--- config.mk ---
export PLATFORM = sky130hd
export DESIGN_NAME = flowchar_inserter
export DESIGN_NICKNAME = d
export VERILOG_FILES = /design/src/rtl/flowchar_pkg.sv /design/src/rtl/fc_level_monitor.sv /design/src/rtl/fc_char_picker.sv /design/src/rtl/fc_sequencer.sv /design/src/rtl/flowchar_inserter.sv
export SDC_FILE = /design/constraint.sdc
export NUM_CORES = 1
export LEC_CHECK = 0
export ABC_AREA = 1
export CAP_MARGIN = 20
export CORE_UTILIZATION = 41
export DETAILED_ROUTE_END_ITERATION = 7
export PLACE_DENSITY = 0.81
export SETUP_SLACK_MARGIN = 0.1
export SYNTH_ARGS = -nofsm -noshare
export SYNTH_HDL_FRONTEND = slang
export SYNTH_HIERARCHICAL = 1
export SYNTH_SLANG_ARGS = --single-unit
--- constraint.sdc ---
create_clock -name clk -period 3.5 [get_ports clk]
set_clock_uncertainty 0.05 [all_clocks]
set_input_delay 0.35 -clock clk [delete_from_list [all_inputs] [get_ports clk]]
set_output_delay 0.35 -clock clk [all_outputs]
set_load 0.05 [all_outputs]
--- src/rtl/flowchar_pkg.sv ---
package flowchar_pkg;

    localparam int DATA_W   = 8;
    localparam int MIN_BITS = 5;

    typedef enum logic [2:0] {
        ST_FLOW  = 3'd0,
        ST_OFF_A = 3'd1,
        ST_OFF_B = 3'd2,
        ST_HELD  = 3'd3,
        ST_ON_A  = 3'd4,
        ST_ON_B  = 3'd5
    } fc_state_t;

    localparam logic [1:0] MODE_NONE = 2'b00;
    localparam logic [1:0] MODE_ALT  = 2'b01;
    localparam logic [1:0] MODE_PRI  = 2'b10;
    localparam logic [1:0] MODE_BOTH = 2'b11;

endpackage

--- src/rtl/fc_level_monitor.sv ---
module fc_level_monitor #(
    parameter int CNT_W     = 7,
    parameter int CODE_W    = 4,
    parameter int LVL_SHIFT = 2
) (
    input  logic                clk,
    input  logic                rst_n,
    input  logic [CNT_W-1:0]    count_i,
    input  logic [2*CODE_W-1:0] thresh_i,
    output logic                above_halt_o,
    output logic                at_resume_o
);
    localparam int LVL_W   = CODE_W + LVL_SHIFT;
    localparam int LVL_MAX = ((1 << CODE_W) - 1) << LVL_SHIFT;

    logic [LVL_W-1:0] halt_lvl;
    logic [LVL_W-1:0] resume_lvl;
    logic [CNT_W-1:0] halt_ext;
    logic [CNT_W-1:0] resume_ext;

    always_comb begin
        halt_lvl   = {thresh_i[CODE_W-1:0], {LVL_SHIFT{1'b0}}};
        resume_lvl = {thresh_i[2*CODE_W-1:CODE_W], {LVL_SHIFT{1'b0}}};
        halt_ext   = CNT_W'(halt_lvl);
        resume_ext = CNT_W'(resume_lvl);
        above_halt_o = (count_i > halt_ext);
        at_resume_o  = (count_i <= resume_ext);
    end


    level_range_chk: assert property (@(posedge clk) disable iff (!rst_n)
        (int'(halt_ext) <= LVL_MAX) && (int'(resume_ext) <= LVL_MAX));


    level_exclusive_chk: assert property (@(posedge clk) disable iff (!rst_n)
        (resume_ext < halt_ext) |-> !(above_halt_o && at_resume_o));

endmodule

--- src/rtl/fc_char_picker.sv ---
module fc_char_picker
    import flowchar_pkg::*;
#(
    parameter int W  = DATA_W,
    parameter int MB = MIN_BITS
) (
    input  logic         clk,
    input  logic         rst_n,
    input  logic         pick_on_i,
    input  logic         pick_alt_i,
    input  logic [W-1:0] xon1_i,
    input  logic [W-1:0] xon2_i,
    input  logic [W-1:0] xoff1_i,
    input  logic [W-1:0] xoff2_i,
    input  logic [1:0]   word_len_i,
    output logic [W-1:0] byte_o
);
    logic [W-1:0] raw;
    logic [W-1:0] mask;
    int unsigned  nbits;

    always_comb begin
        nbits = MB + int'(word_len_i);
        unique case ({pick_on_i, pick_alt_i})
            2'b00:   raw = xoff1_i;
            2'b01:   raw = xoff2_i;
            2'b10:   raw = xon1_i;
            default: raw = xon2_i;
        endcase
    end

    for (genvar b = 0; b < W; b++) begin : g_mask
        assign mask[b] = (b < nbits);
    end

    assign byte_o = raw & mask;


    trunc_low_chk: assert property (@(posedge clk) disable iff (!rst_n)
        (byte_o[MB-1:0] == raw[MB-1:0]));


    trunc_high_chk: assert property (@(posedge clk) disable iff (!rst_n)
        (word_len_i == 2'b00) |-> (byte_o[W-1:MB] == '0));

endmodule

--- src/rtl/fc_sequencer.sv ---
module fc_sequencer
    import flowchar_pkg::*;
#(
    parameter int W = DATA_W
) (
    input  logic         clk,
    input  logic         rst_n,
    input  logic [1:0]   mode_i,
    input  logic         above_halt_i,
    input  logic         at_resume_i,
    input  logic         tx_ready_i,
    input  logic [W-1:0] picked_i,
    output logic         pick_on_o,
    output logic         pick_alt_o,
    output logic         flow_req_o,
    output logic [W-1:0] flow_byte_o
);
    fc_state_t    state_q, state_d;
    logic         pair_q, pair_d;
    logic [W-1:0] byte_q;
    logic         accept;
    logic         enabled;
    logic         load;

    assign accept  = flow_req_o && tx_ready_i;
    assign enabled = (mode_i != MODE_NONE);

    // state register
    always_ff @(posedge clk) begin
        if (!rst_n) begin
            state_q <= ST_FLOW;
            pair_q  <= 1'b0;
            byte_q  <= '0;
        end else begin
            state_q <= state_d;
            pair_q  <= pair_d;
            if (load) byte_q <= picked_i;
        end
    end

    // next state
    always_comb begin
        state_d = state_q;
        pair_d  = pair_q;
        unique case (state_q)
            ST_FLOW: if (enabled && above_halt_i) begin
                state_d = ST_OFF_A;
                pair_d  = (mode_i == MODE_BOTH);
            end
            ST_OFF_A: if (accept) state_d = pair_q ? ST_OFF_B : ST_HELD;
            ST_OFF_B: if (accept) state_d = ST_HELD;
            ST_HELD: if (enabled && at_resume_i) begin
                state_d = ST_ON_A;
                pair_d  = (mode_i == MODE_BOTH);
            end
            ST_ON_A: if (accept) state_d = pair_q ? ST_ON_B : ST_FLOW;
            ST_ON_B: if (accept) state_d = ST_FLOW;
            default: state_d = ST_FLOW;
        endcase
    end

    // outputs and character selection
    always_comb begin
        pick_on_o  = (state_d == ST_ON_A) || (state_d == ST_ON_B);
        pick_alt_o = (state_d == ST_OFF_B) || (state_d == ST_ON_B) ||
                     (mode_i == MODE_ALT);
        load       = (state_d != state_q) &&
                     (state_d != ST_FLOW) && (state_d != ST_HELD);
        unique case (state_q)
            ST_OFF_A, ST_OFF_B, ST_ON_A, ST_ON_B: flow_req_o = 1'b1;
            default:                              flow_req_o = 1'b0;
        endcase
        flow_byte_o = byte_q;
    end


    hold_offer_chk: assert property (@(posedge clk) disable iff (!rst_n)
        (flow_req_o && !tx_ready_i) |=> (flow_req_o && $stable(flow_byte_o)));


    halt_reaction_chk: assert property (@(posedge clk) disable iff (!rst_n)
        (state_q == ST_FLOW && mode_i != MODE_NONE && above_halt_i)
        |=> (flow_req_o && state_q == ST_OFF_A));


    mode_off_chk: assert property (@(posedge clk) disable iff (!rst_n)
        ((state_q == ST_FLOW || state_q == ST_HELD) && mode_i == MODE_NONE)
        |=> !flow_req_o);


    on_after_off_chk: assert property (@(posedge clk) disable iff (!rst_n)
        (state_q == ST_FLOW) |=> (state_q == ST_FLOW || state_q == ST_OFF_A));


    held_exit_chk: assert property (@(posedge clk) disable iff (!rst_n)
        (state_q == ST_HELD) |=> (state_q == ST_HELD || state_q == ST_ON_A));


    pair_follow_chk: assert property (@(posedge clk) disable iff (!rst_n)
        (state_q == ST_OFF_A && pair_q && accept) |=> (state_q == ST_OFF_B && flow_req_o));

endmodule

--- src/rtl/flowchar_inserter.sv ---
module flowchar_inserter
    import flowchar_pkg::*;
#(
    parameter int CNT_W     = 7,
    parameter int CODE_W    = 4,
    parameter int LVL_SHIFT = 2
) (
    input  logic                clk,
    input  logic                rst_n,
    input  logic [CNT_W-1:0]    rx_count_i,
    input  logic [2*CODE_W-1:0] thresh_i,
    input  logic [1:0]          mode_i,
    input  logic [DATA_W-1:0]   xon1_i,
    input  logic [DATA_W-1:0]   xon2_i,
    input  logic [DATA_W-1:0]   xoff1_i,
    input  logic [DATA_W-1:0]   xoff2_i,
    input  logic [1:0]          word_len_i,
    input  logic                tx_ready_i,
    output logic                flow_req_o,
    output logic [DATA_W-1:0]   flow_byte_o
);
    logic              above_halt;
    logic              at_resume;
    logic              pick_on;
    logic              pick_alt;
    logic [DATA_W-1:0] picked;

    fc_level_monitor #(
        .CNT_W(CNT_W), .CODE_W(CODE_W), .LVL_SHIFT(LVL_SHIFT)
    ) u_level (
        .clk(clk), .rst_n(rst_n),
        .count_i(rx_count_i), .thresh_i(thresh_i),
        .above_halt_o(above_halt), .at_resume_o(at_resume)
    );

    fc_char_picker #(.W(DATA_W), .MB(MIN_BITS)) u_pick (
        .clk(clk), .rst_n(rst_n),
        .pick_on_i(pick_on), .pick_alt_i(pick_alt),
        .xon1_i(xon1_i), .xon2_i(xon2_i),
        .xoff1_i(xoff1_i), .xoff2_i(xoff2_i),
        .word_len_i(word_len_i), .byte_o(picked)
    );

    fc_sequencer #(.W(DATA_W)) u_seq (
        .clk(clk), .rst_n(rst_n),
        .mode_i(mode_i), .above_halt_i(above_halt), .at_resume_i(at_resume),
        .tx_ready_i(tx_ready_i), .picked_i(picked),
        .pick_on_o(pick_on), .pick_alt_o(pick_alt),
        .flow_req_o(flow_req_o), .flow_byte_o(flow_byte_o)
    );

endmodule

==> Word level (Yosys, flattened, before mapping) <==
Cells that the tools add are included.
W data, S select, Z words.
{ "classes": {"reduce_logical": 15, "n_mux": 14, "eq_ne": 16, "add_sub_neg": 1, "n_bitwise": 1, "n_lt_le_gt_ge": 10} }
{ "op_table": {"columns": ["operator", "n"], "rows": [
  ["$lt A3 B32 Y1 const A", 4],
  ["$lt A1 B32 Y1 const A", 2],
  ["$lt A2 B32 Y1 const A", 2],
  ["$pmux W8 S3", 1],
  ["$mux W3", 7],
  ["$pmux W3 S6", 1],
  ["$eq A3 B3 Y1 const B", 4],
  ["$eq A3 B2 Y1 const B", 3],
  ["$and A8 B8 Y8", 1],
  ["$gt A7 B6 Y1", 1],
  ["$le A7 B6 Y1", 1],
  ["$logic_and A1 B1 Y1", 5],
  ["$add A3 B2 Y4 const A", 1],
  ["$eq A2 B1 Y1 const B", 2],
  ["$eq A2 B2 Y1 const B", 2],
  ["$mux W1", 4],
  ["$ne A2 B1 Y1 const B", 2],
  ["$reduce_bool A2 Y1", 2],
  ["$reduce_or A4 Y1", 1],
  ["$eq A3 B1 Y1 const B", 1],
  ["$logic_not A3 Y1", 1],
  ["$logic_or A1 B1 Y1", 3],
  ["$ne A3 B2 Y1 const B", 1],
  ["$ne A3 B3 Y1", 1],
  ["4 further kinds", 4]
]} }
{ "totals": {"word_cells": 60, "out_inout_bits": 9, "regBits": 12, "inputBits": 54} }

==> Longest topological paths before layout <==
{ "depth": {"depth_word": 12, "mapped_depth": 24, "mapped_depth_nobuf": 23} }

==> By module <==
The synthesis kept the hierarchy.
{ "modules_own_cells": {"columns": ["module", "area_per_inst_um2", "seq_area_each_um2", "instances", "cells_each"], "rows": [
  ["fc_sequencer", 760.7, 240.2, 1, 111],
  ["fc_char_picker", 260.2, 0.0, 1, 58],
  ["fc_level_monitor", 255.2, 0.0, 1, 46]
]} }

==> Least setup slack after synthesis <==
Ideal clock, no wire load.
{ "synth_timing": {"kind": "in2reg", "startpoint": "in thresh_i[3]", "endpoint": "reg u_seq.byte_q[6], in the netlist u_seq/flow_byte_o[6]", "path_buffers": 1, "setup_time_ns": 0.064, "arrival_ns": 2.401, "path_stages": 23, "setup_slack_ns": 0.984, "t_required_ns": 3.386, "path_cell_list": "inv_1 -> ha_1 -> nand2_1 -> inv_1 -> nand2_1 -> nor2_1 -> a21oi_1 -> nand4_1 -> nand2_1 -> nor2_2 -> nand4_1 -> o21ai_0 -> o21bai_1 -> buf_6 -> nor2_2 -> nand2_1 -> nand3_1 -> nand2_1 -> inv_1 -> inv_1 -> nand3_1 -> nand2_1 -> nor2_1"} }
{ "synth_via": {"elab_chain_cells": 10, "elab_cells_between_ends": 20, "classes_between": "1 x order compare; 7 x eq/ne; 3 x mux; 1 x bitwise; 8 x reduce/logical"} }
{ "synth_rtl": {"columns": ["element", "line", "source"], "rows": [
  ["start, declared", "flowchar_inserter.sv:11", "input logic [2*CODE_W-1:0] thresh_i,"],
  ["$gt A7 B6 Y1 (*)", "fc_level_monitor.sv:26", "above_halt_o = (count_i > halt_ext);"],
  ["net above_halt", "flowchar_inserter.sv:22", "logic above_halt;"],
  ["$logic_and A1 B1 Y1 (*)", "fc_sequencer.sv:46", "ST_FLOW: if (enabled && above_halt_i) begin"],
  ["$mux W3 (*)", "fc_sequencer.sv:46", null],
  ["$pmux W3 S6 (*)", "fc_sequencer.sv:45", "unique case (state_q)"],
  ["$eq A3 B2 Y1 or $eq A3 B3 Y1 (tied branches)", "fc_sequencer.sv:65", "pick_alt_o = (state_d == ST_OFF_B) || (state_d == ST_ON_B) ||"],
  ["$logic_or A1 B1 Y1 (*) (2 in series)", "fc_sequencer.sv:65", null],
  ["net pick_alt", "flowchar_inserter.sv:25", "logic pick_alt;"],
  ["$eq A2 B2 Y1 (tied with other cells)", "fc_char_picker.sv:24", "unique case ({pick_on_i, pick_alt_i})"],
  ["$pmux W8 S3 (*)", "fc_char_picker.sv:24", null],
  ["$and A8 B8 Y8 (*)", "fc_char_picker.sv:36", "assign byte_o = raw & mask;"],
  ["net picked[6]", "flowchar_inserter.sv:26", "logic [DATA_W-1:0] picked;"],
  ["end signal, assigned", "fc_sequencer.sv:37", "if (load) byte_q <= picked_i;"],
  ["end, declared", "fc_sequencer.sv:20", "logic [W-1:0] byte_q;"]
]} }
Mark *: on every way through the listed nets, which the timed path passes. The rest lies on a longest branch.
A chain may end at the register's enable or synchronous reset.

==> Worst setup path after layout <==
{ "layout_timing": {"startpoint": "in thresh_i[3]", "endpoint": "reg u_seq.byte_q[1], in the netlist u_seq/flow_byte_o[1]"} }
Same word-level chain as after synthesis.

==> results.cfg <==
[placement]
io_buffers = 62
hpwl_mm = 2.67
pre_cts_slack_ns = 0.225
place_congestion = 0.889

[finish]
diodes = 0
multi_input_area_um2 = 811
layout_commonest_cell = clkdlybuf4s50_1
fillers = 278
layout-drive-gt1-share_pct = 9.75
final_nets = 340
layout_common_cells = clkdlybuf4s50_1 (62), nand2_1 (56), inv_1 (38), nor2_1 (22), nand3_1 (20)
regArea_um2 = 240
syn_to_final_growth_pct = 50.4

[worst_setup_path]
startpoint_type = input port
path_class = in2reg
critPathRequiredTime_ns = 3.67
arrival_ns = 3.12
endpoint_kind = flop
critPathMaxFanout = 5

[route]
avgViaCountPerCell = 4.91
routed_wl_mm = 3.23
drc = 7
avgRoutedWirePerCell_um = 10.5
ant_nets = 0
wl_met2_mm = 1.60
wl_met1_mm = 1.31
wl_met3_um = 292
drt-pass1-iter-count = 6
num_vias = 1513
drt_iter0_drc = 53
routed.top_layer = met4

[floorplan]
rows = 19
io_pins = 63
start_util_pct = 44.7
die_h_um = 57.8
die_w_um = 57.8
dieArea_um2 = 3340
design.core.area_um2 = 2850

[logic_synthesis]
avgSynthCellArea_um2 = 5.94
yosysUniqueCellTypes = 24
synthTopCellsByArea = dfxtp_1 (19%), nand2_1 (16%), inv_1 (11%), ha_1 (7.8%), nand3_1 (7.8%)
synth_fa_ha_area_share_pct = 7.84
synth-simple-area-share_pct = 45.8
synth_cells = 215
muxShareOfSynthArea_pct = 0
synth_nets = 277
synth_top_area_share_pct = 18.8
synth_xor_xnor_area_share_pct = 0
synth_area_leader_cell = dfxtp_1
ys_ff_latch = 12
synth_top_family_by_area = simple AND/OR/NAND/NOR gates
syn_area_um2 = 1280
synth_compound_area_share_pct = 9.90
yosysWarnings = 6
seq_area_frac_synth_pct = 18.8

[timing]
hold_viol = 0
worstMarginPinSlew_ns = 0.497
drv_slew = 0
min_period_ns = 2.96
postLayoutSetupSlackWorst_ns = 0.541
rsz0062_at_grt = no
max_slew_margin_pct = 66.8
setup_viol = 0
timing.final.crit_share_pct = 84.5
tns_ns = 0
max_freq_mhz = 338

[min_path]
min_path_type = reg2reg

[pwr]
switching_share_pct = 48.0
power_density_nw_per_um2 = 458
p_switching_w = 0.000422
combPwrFrac_pct = 64.0
power_leakage_nw = 0.964
p_clk_share_pct = 12.5
internal_power_w = 0.000457
peakVddDrop_mv = 0.302
seqPwrFrac_pct = 23.5

[outcome]
status = finished with violations
violations = design-rule violations

[global_route]
antenna_found_initial = 0
grt_usage_pct = 20.2
grt_max_degree = 17
grt_pass1_vias = 1336
grt_overflow = 0
grt_pass1_wl_mm = 5.43

[clocking]
cts_hold_buf = 0
ctsLongestPathBuffers = 2
clkSinkCount = 12
cts_resized = 0
cts_root_buf = clkbuf_4
cts_tree = yes
cts_made_buffers = 3
htree_num_levels = 1
clock_latency_ns = 0.27
clk_pin_slew_ns = 0.08
post-cts-setup-buffer-count = 0

[run]
drv_cap = 0
## worst max-delay path, cell delays in order
cell,delay (ns)
clkdlybuf4s50_1,0.45
inv_1,0.04
ha_1,0.28
nand2_1,0.08
inv_1,0.07
nand2_1,0.05
nor2_1,0.08
a21oi_1,0.05
nand4_1,0.13
nand2_1,0.08
nor2_2,0.13
nand4_1,0.18
o21ai_0,0.12
o21bai_1,0.18
inv_1,0.10
nor2_1,0.28
nand2_1,0.09
nand4_1,0.10
inv_1,0.05
nand3_1,0.07
nand2_1,0.06
nor2_1,0.09
## synth_stat cells, drive strengths merged
| library cell | number |
|---|---|
| inv | 44 |
| nand3 | 26 |
| a311oi | 1 |
| nor2 | 27 |
| o21ai | 6 |
| a21oi | 10 |
| nand2 | 61 |
| a31oi | 1 |
| ha | 8 |
| a22oi | 1 |
| o21bai | 1 |
| buf | 5 |
| nand4 | 9 |
| o2111ai | 1 |
| o21a | 1 |
| nor3 | 1 |
| dfxtp | 12 |
## final timing paths
path                                           from                                end  slack (ns)  cells past startpoint
setup / recovery                        thresh_i[3]  u_seq/flow_byte_o[1]$_SDFFE_PN0P_        0.54                     22
hold / removal    u_seq/flow_byte_o[0]$_SDFFE_PN0P_  u_seq/flow_byte_o[0]$_SDFFE_PN0P_        0.43                      2
setup reg to reg        u_seq/state_q[0]$_SDFF_PN0_  u_seq/flow_byte_o[1]$_SDFFE_PN0P_        1.05                     17
hold reg to reg   u_seq/flow_byte_o[0]$_SDFFE_PN0P_  u_seq/flow_byte_o[0]$_SDFFE_PN0P_        0.43                      2
## flip-flops by register name (all words and copies together) (netlist names)
register / count
u_seq/state_q: 3
u_seq/pair_q: 1
u_seq/flow_byte_o: 8
## logic make-up (layout without fill, tap and decap cells)
logic type / count (synthesis) / count (layout)
simple gates: 124 / 124
buf+inv: 49 / 111
compound gates: 22 / 22
flops: 12 / 12
fa+ha+maj: 8 / 8
## layout make-up
| cell class | instances | share of cell area (%) |
|---|---|---|
| Timing Repair Buffer | 63 | 32.7 |
| Multi-Input combinational cell | 154 | 42.2 |
| Clock buffer | 4 | 1.89 |
| Tap cell | 31 | 2.02 |
| Sequential cell | 12 | 12.5 |
| Inverter | 44 | 8.60 |
## through the flow
stage          hold slack [ns]  utilization (%)  cell area (µm²)  std cells  total power [W]
6_report                 0.432             67.3             1920        308         0.000879
5_1_grt                  0.458             67.3             1920        308         0.000949
4_1_cts                  0.438             67.3             1920        308         0.000886
3_5_place_dp             0.419             66.0             1880        304         0.000770
3_3_place_gp             0.415             66.0             1880        304         0.000766
2_1_floorplan            0.412                -             1280        215         0.000623
## routing by layer
layer,track usage [%],up-vias
met4,3.74,0
met1,22.7,650
li1,-,808
met2,38.0,53
met5,0,-
met3,5.80,2
## power groups by stage
stage          combinational (W)  clock, W  sequential [W]
2_1_floorplan           0.000301         0        0.000322
3_3_place_gp            0.000558         0        0.000208
3_5_place_dp            0.000562         0        0.000208
4_1_cts                 0.000566  0.000113        0.000207
5_1_grt                 0.000619  0.000118        0.000212
6_report                0.000563  0.000109        0.000207
No activity file was read; power rests on OpenSTA's default activity.
